## src/rtl/rnm_pkg.sv

```systemverilog
package rnm_pkg;

    // operand B selector encoding
    localparam logic OPB_REG = 1'b0;
    localparam logic OPB_IMM = 1'b1;

    // circular pointer advance for a ring of n slots
    function automatic int unsigned ring_next(input int unsigned p, input int unsigned n);
        return (p + 1 == n) ? 0 : p + 1;
    endfunction

endpackage

```

## src/rtl/rnm_map_table.sv

```systemverilog
module rnm_map_table #(
    parameter int NUM_ARCH = 4,
    parameter int NUM_PHYS = 8,
    localparam int ARCH_W = $clog2(NUM_ARCH),
    localparam int PHYS_W = $clog2(NUM_PHYS)
) (
    input  logic              clk,
    input  logic              rst,
    input  logic [ARCH_W-1:0] rd_a_idx,
    input  logic [ARCH_W-1:0] rd_b_idx,
    input  logic [ARCH_W-1:0] rd_d_idx,
    output logic [PHYS_W-1:0] rd_a,
    output logic [PHYS_W-1:0] rd_b,
    output logic [PHYS_W-1:0] rd_d,
    input  logic              wr_en,
    input  logic [ARCH_W-1:0] wr_idx,
    input  logic [PHYS_W-1:0] wr_tag
);

    logic [PHYS_W-1:0] map_q [NUM_ARCH];

    for (genvar i = 0; i < NUM_ARCH; i++) begin : g_entry
        always_ff @(posedge clk) begin
            if (rst) begin
                map_q[i] <= PHYS_W'(i);
            end else if (wr_en && (wr_idx == ARCH_W'(i))) begin
                map_q[i] <= wr_tag;
            end
        end
    end

    // reads see the registered state, so a same-cycle write is not visible
    always_comb begin
        rd_a = map_q[rd_a_idx];
        rd_b = map_q[rd_b_idx];
        rd_d = map_q[rd_d_idx];
    end

endmodule

```

## src/rtl/rnm_free_list.sv

```systemverilog
module rnm_free_list #(
    parameter int DEPTH  = 4,
    parameter int BASE   = 4,
    parameter int TAG_W  = 3,
    localparam int PTR_W = (DEPTH > 1) ? $clog2(DEPTH) : 1,
    localparam int CNT_W = $clog2(DEPTH + 1)
) (
    input  logic             clk,
    input  logic             rst,
    input  logic             pop,
    output logic [TAG_W-1:0] pop_tag,
    input  logic             push,
    input  logic [TAG_W-1:0] push_tag,
    output logic [CNT_W-1:0] count,
    output logic             empty
);
    import rnm_pkg::*;

    logic [TAG_W-1:0] slot_q [DEPTH];
    logic [PTR_W-1:0] head_q, tail_q;
    logic [CNT_W-1:0] cnt_q;
    logic             pop_ok, push_ok;

    assign empty   = (cnt_q == '0);
    assign count   = cnt_q;
    assign pop_tag = slot_q[head_q];
    assign pop_ok  = pop && !empty;
    assign push_ok = push && ((cnt_q != CNT_W'(DEPTH)) || pop_ok);

    for (genvar i = 0; i < DEPTH; i++) begin : g_slot
        always_ff @(posedge clk) begin
            if (rst) begin
                slot_q[i] <= TAG_W'(BASE + i);
            end else if (push_ok && (tail_q == PTR_W'(i))) begin
                slot_q[i] <= push_tag;
            end
        end
    end

    always_ff @(posedge clk) begin
        if (rst) begin
            head_q <= '0;
            tail_q <= '0;
            cnt_q  <= CNT_W'(DEPTH);
        end else begin
            if (pop_ok) begin
                head_q <= PTR_W'(ring_next(int'(head_q), DEPTH));
            end
            if (push_ok) begin
                tail_q <= PTR_W'(ring_next(int'(tail_q), DEPTH));
            end
            case ({push_ok, pop_ok})
                2'b10:   cnt_q <= cnt_q + 1'b1;
                2'b01:   cnt_q <= cnt_q - 1'b1;
                default: cnt_q <= cnt_q;
            endcase
        end
    end

endmodule

```

## src/rtl/rename_unit.sv

```systemverilog
module rename_unit #(
    parameter int NUM_ARCH = 4,
    parameter int NUM_PHYS = 8,
    parameter int IMM_W    = 8,
    localparam int ARCH_W  = $clog2(NUM_ARCH),
    localparam int PHYS_W  = $clog2(NUM_PHYS),
    localparam int FL_DEPTH = NUM_PHYS - NUM_ARCH,
    localparam int CNT_W   = $clog2(FL_DEPTH + 1)
) (
    input  logic              clk,
    input  logic              rst,
    input  logic              in_valid,
    input  logic [ARCH_W-1:0] in_src_a,
    input  logic              in_opb_kind,
    input  logic [ARCH_W-1:0] in_src_b,
    input  logic [IMM_W-1:0]  in_imm,
    input  logic              in_has_dst,
    input  logic [ARCH_W-1:0] in_dst,
    input  logic              rel_valid,
    input  logic [PHYS_W-1:0] rel_tag,
    output logic              stall,
    output logic              out_valid,
    output logic [PHYS_W-1:0] out_src_a,
    output logic              out_opb_kind,
    output logic [IMM_W-1:0]  out_opb,
    output logic              out_has_dst,
    output logic [PHYS_W-1:0] out_dst_new,
    output logic [PHYS_W-1:0] out_dst_old
);
    import rnm_pkg::*;

    logic [PHYS_W-1:0] map_a, map_b, map_d, fresh_tag;
    logic [CNT_W-1:0]  fl_count;
    logic              fl_empty, accept, alloc;

    assign stall  = in_valid && in_has_dst && fl_empty;
    assign accept = in_valid && !stall;
    assign alloc  = accept && in_has_dst;

    rnm_map_table #(.NUM_ARCH(NUM_ARCH), .NUM_PHYS(NUM_PHYS)) u_map (
        .clk      (clk),
        .rst      (rst),
        .rd_a_idx (in_src_a),
        .rd_b_idx (in_src_b),
        .rd_d_idx (in_dst),
        .rd_a     (map_a),
        .rd_b     (map_b),
        .rd_d     (map_d),
        .wr_en    (alloc),
        .wr_idx   (in_dst),
        .wr_tag   (fresh_tag)
    );

    rnm_free_list #(.DEPTH(FL_DEPTH), .BASE(NUM_ARCH), .TAG_W(PHYS_W)) u_fl (
        .clk      (clk),
        .rst      (rst),
        .pop      (alloc),
        .pop_tag  (fresh_tag),
        .push     (rel_valid),
        .push_tag (rel_tag),
        .count    (fl_count),
        .empty    (fl_empty)
    );

    always_ff @(posedge clk) begin
        if (rst) begin
            out_valid    <= 1'b0;
            out_src_a    <= '0;
            out_opb_kind <= OPB_REG;
            out_opb      <= '0;
            out_has_dst  <= 1'b0;
            out_dst_new  <= '0;
            out_dst_old  <= '0;
        end else begin
            out_valid <= accept;
            if (accept) begin
                out_src_a    <= map_a;
                out_opb_kind <= in_opb_kind;
                out_opb      <= (in_opb_kind == OPB_IMM) ? in_imm : IMM_W'(map_b);
                out_has_dst  <= in_has_dst;
                out_dst_new  <= in_has_dst ? fresh_tag : '0;
                out_dst_old  <= in_has_dst ? map_d : '0;
            end
        end
    end

endmodule

```

## config.mk

```make
export PLATFORM = sky130hd
export DESIGN_NAME = rename_unit
export DESIGN_NICKNAME = d
export VERILOG_FILES = /design/src/rtl/rnm_pkg.sv /design/src/rtl/rnm_map_table.sv /design/src/rtl/rnm_free_list.sv /design/src/rtl/rename_unit.sv
export SDC_FILE = /design/constraint.sdc
export NUM_CORES = 1
export LEC_CHECK = 0
export ABC_AREA = 1
export BUFFER_PORTS_ARGS = -buffer_cell sky130_fd_sc_hd__buf_2
export CORE_ASPECT_RATIO = 1.5
export CORE_MARGIN = 2
export CORE_UTILIZATION = 30
export DETAILED_ROUTE_END_ITERATION = 8
export SLEW_MARGIN = 20
export SYNTH_ARGS = -nofsm -noshare
export SYNTH_HDL_FRONTEND = slang
export SYNTH_SLANG_ARGS = --single-unit
```

## constraint.sdc

```tcl
create_clock -name clk -period 2.3 [get_ports clk]
set_input_delay 0.23 -clock clk [delete_from_list [all_inputs] [get_ports clk]]
set_output_delay 0.23 -clock clk [all_outputs]
set_load 0.02 [all_outputs]
```

==> flow_metrics.env, run 1 <==
export IMPL_status="complete, no violations"
export IMPL_synth_ff_type="dfxtp_1"
export IMPL_grt_pass1_wl_um=10400
export IMPL_tightest_slew_ns=0.483
export IMPL_path_max_fanout=12
export IMPL_drive_above_1_share_pct=16.5
export IMPL_vdd_drop_max_mv=0.281
export IMPL_cts_resized=0
export IMPL_fin_nets=429
export IMPL_yosysUniqueCellTypes=27
export IMPL_synth_area_per_cell_um2=7.60
export IMPL_maxSlewHeadroom_pct=67.7
export IMPL_async_reset_ff_share_pct=0
export IMPL_p_leak_nw=1.43
export IMPL_worstPathCellList="nor2_4 -> nand3_2 -> nand2_2 -> ha_1 -> inv_1 -> fa_1 -> nor2_1 -> nor2_1 -> nand3_1 -> nand3_1"
export IMPL_fp_coreArea_um2=8880
export IMPL_clk_pin_slew_ns=0.07
export IMPL_gr_total_overflow=0
export IMPL_postCtsHoldBufs=0
export IMPL_synth_edf_count=24
export IMPL_multi_input_area_um2=1220
export IMPL_clkLatencyLatePin_ns=0.29
export IMPL_grt_pass1_vias=2305
export IMPL_area_delta_synth_final_pct=15.5
export IMPL_synth_common_cells="nand2_1 (127), nor2_1 (51), inv_1 (33)"
export IMPL_syn_instance_count=361
export IMPL_hold_viol_final=0
export IMPL_setup_violations_final=0
export IMPL_nFillCells=949
export IMPL_antenna_found_initial=0
export IMPL_crit_type="reg2reg"
export IMPL_vias=2326
export IMPL_synth_top_cell_by_area="edfxtp_1"
export IMPL_slew_violations=0
export IMPL_fin_worst_skew_ns=0.00753
export IMPL_yosysWarnings=0
export IMPL_io_pins=44
export IMPL_std_cell_rows=42
export IMPL_n_antenna_cell=0
export IMPL_ys_ff_latch=53
export IMPL_dp_hpwl_um=4700
export IMPL_synth_top_area_share_pct=26.3
export IMPL_postCtsSetupBuffers=0
export IMPL_portBuffers=43
export IMPL_post_route_util_pct=35.7
export IMPL_dieWidth_um=82.1
export IMPL_pwr_share_comb_pct=19.7
export IMPL_stdcell_count=510
export IMPL_totalWireLength_um=6090
export IMPL_seqPwrFrac_pct=47.6
export IMPL_vias_per_cell=4.56
export IMPL_p_int_mw=1.61
export IMPL_drcViolationCount=0
export IMPL_critPathRequiredTime_ns=2.45
export IMPL_start_util_pct=30.9
export IMPL_cpPeakStageDelay_ns=0.40
export IMPL_wl_per_cell_um=11.9
export IMPL_ant_nets=0
export IMPL_die_h_um=121
export IMPL_cpMaxStageDelayCell="fa_1"
export IMPL_initialDrtViolationCount=131
export IMPL_max_freq_mhz=504
export IMPL_regArea_um2=1300
export IMPL_rsz0062_at_grt="false"
export IMPL_period_share_pct=86.3
export IMPL_place_congestion=0.903
export IMPL_htreeDepth=2
export IMPL_dr_pass1_iters=4
export IMPL_dp_cells=502
export IMPL_syn_area_um2=2740
export IMPL_p_sw_mw=0.706
export IMPL_clk_path_buf_depth=2
export IMPL_grt_max_degree=28
export IMPL_finalCriticalPeriod_ns=1.99
export IMPL_clock_sinks=53
export IMPL_hold_path_class="in2reg"
export IMPL_setup_tns_ns=0
export IMPL_maxCapViolCount=0
export IMPL_root_buffer="clkbuf_16"
export IMPL_startpoint_type="register"
export IMPL_reg2reg_slack_ns=0.31
export IMPL_cp_end_kind="register"
export IMPL_power_density_nw_per_um2=731
export IMPL_synth_most_common_cell="nand2_1"
export IMPL_worstPathArrival_ns=2.14
export IMPL_synthesis_nets=391
export IMPL_clkPwrFrac_pct=32.7
export IMPL_track_usage_pct=13.6
export IMPL_power_share_switching_pct=30.5
export IMPL_cts_tree="done"
export IMPL_dieArea_um2=9940
export IMPL_cts_inserted_buffers=5
export IMPL_seq_area_frac_synth_pct=47.4
export IMPL_synth_area_leaders="edfxtp_1 (26%), dfxtp_1 (21%), nand2_1 (17%)"
power groups by stage:
stage,Combinational (mW),Sequential [mW],Clock [mW]
2_1_floorplan,0.324,1.14,0
3_3_place_gp,0.445,1.12,0
3_5_place_dp,0.460,1.13,0
4_1_cts,0.462,1.11,0.774
5_1_grt,0.525,1.11,0.811
6_report,0.457,1.10,0.757
layout make-up:
class	instances	share of cell area [%]
Tap cell	110	4.34
Timing Repair Buffer	45	7.26
Sequential cell	53	41.0
Inverter	35	4.14
Multi-Input combinational cell	259	38.5
Clock buffer	5	3.95
Clock inverter	3	0.789
routing by layer:
layer  track usage, %  routed length [um]
met4             8.54                 312
met5                0                   0
met3             1.86                 311
met2             24.3                3190
met1             14.6                2280
stage by stage:
stage	total power, mW	hold WS [ns]	setup WS (ns)	cell area [um^2]
final	2.32	0.226	0.314	3170
after global routing	2.45	0.236	0.134	3170
after CTS	2.34	0.231	0.316	3170
after detailed placement	1.59	0.452	0.253	3020
after global placement	1.57	0.451	0.330	3020
after floorplan	1.47	0.395	0.496	2740
final timing paths:
| check | startpoint | end | depth (start not counted) |
|---|---|---|---|
| hold reg to reg | out_opb[6] | out_opb[6] | 2 |
| setup / recovery | u_fl.count[0] | u_fl.count[2] | 10 |
| setup reg to reg | u_fl.count[0] | u_fl.count[2] | 10 |
| hold / removal | rel_valid | u_fl.tail_q[0] | 3 |
sequential cells by signal (all words and copies together), names as in the netlist, named ones only:
signal,count
u_fl.tail_q,2
out_dst_new,3
out_opb,8
out_opb_kind,1
out_src_a,3
u_fl.slot_q,12
out_dst_old,3
u_fl.head_q,2
u_map.map_q,12
out_has_dst,1
u_fl.count,3
out_valid,1
cells by family (layout without fill, tap and decap cells):
logic type	count (synthesis)	after routing	share of synthesized area (%)
flops	53	53	47.4
compound gates	31	31	6.06
simple gates	221	221	34.9
fa+ha+maj	7	7	3.47
buf+inv	49	88	8.12
critical path: cells and delay by family, from the launching register on:
| family | cells | cell delay [ns] |
|---|---|---|
| simple gates | 7 | 0.84 |
| fa+ha+maj | 2 | 0.58 |
| flops | 1 | 0.35 |
| buf+inv | 1 | 0.07 |
placed cells by master (no fill, tap or decap):
master,instances
edfxtp_1,24
nand3_4,1
clkinv_4,1
nand3b_1,5
clkinvlp_4,1
a21oi_1,16
inv_2,2
nand2_1,127
a21oi_4,1
ha_1,6
nand2_2,1
nor4_1,2
nor2_4,1
nand3_2,4
inv_1,33
fa_1,1
inv_6,1
buf_2,43
nor2_1,51
nand3_1,21
buf_4,2
o21ai_0,13
nor3_1,2
clkbuf_16,5
dfxtp_1,29
nor3_2,2
nand2_4,1
nand4_1,3
o21ai_1,1
(Power assumes the default switching activity.)
==> inputs of run 2 (changes only) <==
- PLACE_DENSITY: default -> 0.58
==> run 2 against run 1 <==
Effect of this change: flip-flop and latch count is the same; non-clock buffer count is the same; core utilization shrank 0.070 points; die area is the same; clock skew is essentially flat.
==> flow_metrics.env, run 2 (synthesis gave the netlist of run 1 again) <==
export IMPL_ant_nets=0
export IMPL_hold_worst_slack_ns=0.234
export IMPL_rsz0062_at_grt="false"
export IMPL_dp_hpwl_um=4640
export IMPL_portBuffers=43
export IMPL_clk_pin_slew_ns=0.07
export IMPL_dr_wl_met3_um=204
export IMPL_cts_inserted_buffers=5
export IMPL_worstPathArrival_ns=2.11
export IMPL_maxSlewHeadroom_pct=68.1
export IMPL_drcViolationCount=0
export IMPL_p_total_mw=2.30
export IMPL_start_util_pct=30.9
export IMPL_final_cell_mix="nand2_1 (127), nor2_1 (51), buf_2 (43), inv_1 (33), dfxtp_1 (29)"
export IMPL_grt_pass1_wl_um=10000
export IMPL_std_cell_rows=42
export IMPL_cts_resized=0
export IMPL_slew_violations=0
export IMPL_nFillCells=947
export IMPL_reg2reg_depth=10
export IMPL_drive_above_1_share_pct=16.3
export IMPL_clk_path_buf_depth=2
export IMPL_path_max_fanout=12
export IMPL_place_congestion=0.845
export IMPL_postCtsHoldBufs=0
export IMPL_antenna_found_initial=0
export IMPL_maxCapViolCount=0
export IMPL_area_delta_synth_final_pct=15.3
export IMPL_cpMaxStageDelayCell="fa_1"
export IMPL_reg2reg_slack_ns=0.35
export IMPL_r2r_start="u_fl.count[0]"
export IMPL_startpoint_type="register"
export IMPL_track_usage_pct=13.3
export IMPL_p_leak_nw=1.42
export IMPL_grt_max_degree=28
export IMPL_finalCriticalPeriod_ns=1.95
export IMPL_setup_violations_final=0
export IMPL_critPathRequiredTime_ns=2.46
export IMPL_gr_total_overflow=0
export IMPL_m1WireLength_um=2380
export IMPL_n_antenna_cell=0
export IMPL_min_from="rel_valid"
export IMPL_clock_sinks=53
export IMPL_vias_per_cell=4.53
export IMPL_cpPeakStageDelay_ns=0.38
export IMPL_setup_tns_ns=0
export IMPL_dr_pass1_iters=4
export IMPL_wl_per_cell_um=11.7
export IMPL_crit_type="reg2reg"
export IMPL_regToRegEndpoint="u_fl.count[2]"
export IMPL_clkLatencyLatePin_ns=0.29
export IMPL_period_share_pct=84.8
export IMPL_totalWireLength_um=5990
export IMPL_grt_pass1_vias=2213
export IMPL_postCtsSetupBuffers=0
export IMPL_htreeDepth=2
export IMPL_initialDrtViolationCount=83
export IMPL_root_buffer="clkbuf_16"
export IMPL_top_regs="u_fl.slot_q x12, u_map.map_q x12, out_opb x8"
export IMPL_layout_commonest_cell="nand2_1"
export IMPL_dieArea_um2=9940
export IMPL_vias=2311
export IMPL_top_layer="met4"
export IMPL_io_pins=44
export IMPL_cp_end_kind="register"
export IMPL_met2_length_um=3260
export IMPL_hold_end="u_fl.tail_q[0]"
export IMPL_worstPathCellList="nor2_4 -> nand3_2 -> nand2_2 -> ha_1 -> inv_1 -> fa_1 -> nor2_1 -> nor2_1 -> nand3_1 -> nand3_1"
export IMPL_fin_nets=429
export IMPL_dieWidth_um=82.1
export IMPL_cts_tree="done"
export IMPL_fp_coreArea_um2=8880
export IMPL_hold_viol_final=0
export IMPL_max_freq_mhz=513
export IMPL_fin_worst_skew_ns=0.00718
export IMPL_power_density_nw_per_um2=725
export IMPL_tightest_slew_ns=0.478
export IMPL_hold_path_depth=3
export IMPL_hold_path_class="in2reg"
export IMPL_die_h_um=121
export IMPL_status="complete, no violations"
export IMPL_vdd_drop_max_mv=0.293
## run 2: changes by cell type in the layout (fill, tap and decap cells not counted)
cell	previous run	this run
clkbuf_1	0	1
clkinv_4	1	0
clkinvlp_4	1	2
inv_6	1	0
## run 2: final cells by class
class / instances / area, um^2 / area share [%]
well taps: 110 / 138 / 4.35
inverters: 35 / 131 / 4.15
clock inverters: 2 / 15.0 / 0.474
clock buffers: 6 / 129 / 4.07
repair buffers: 45 / 230 / 7.28
multi-input cells: 259 / 1220 / 38.6
flip-flops and latches: 53 / 1300 / 41.1
## run 2: critical path: cells and delay by family, from the launching register on
kind,cells,cell delay (ns)
adders and majority gates,2,0.57
buffers and inverters,1,0.07
DFF,1,0.35
and+or+nand+nor,7,0.83
## run 2: how the worst max path moves through the flow
stage	from	endpoint	slack, ns	cells past startpoint
2_1_floorplan	u_fl.count[0]	u_fl.count[2]	0.50	10
3_3_place_gp	in_valid	u_fl.count[2]	0.32	11
3_5_place_dp	in_valid	u_fl.count[2]	0.28	11
4_1_cts	u_fl.count[0]	u_fl.count[2]	0.35	10
5_1_grt	u_fl.count[0]	u_fl.count[2]	0.13	10
6_report	u_fl.count[0]	u_fl.count[2]	0.35	10
## run 2: per-stage QoR
stage | std cells | setup slack (ns) | area, um^2 | utilization (%)
global placement | 502 | 0.325 | 3020 | 34.0
finish | 510 | 0.350 | 3160 | 35.6
detailed placement | 502 | 0.280 | 3020 | 34.0
CTS | 510 | 0.350 | 3160 | 35.6
floorplan | 361 | 0.496 | 2740 | -
global route | 510 | 0.134 | 3160 | 35.6
## run 2: per-layer routing
| metal | global-route usage [%] | vias to the layer above |
|---|---|---|
| li1 | - | 1218 |
| met1 | 13.5 | 1029 |
| met2 | 24.6 | 55 |
| met3 | 2.53 | 9 |
| met4 | 7.19 | 0 |
| met5 | 0 | - |
## run 2: power by group
part / leakage, nW / internal [mW] / switching, mW
Sequential: 0.448 / 1.06 / 0.0512
Clock: 0.0631 / 0.404 / 0.333
Combinational: 0.912 / 0.145 / 0.306
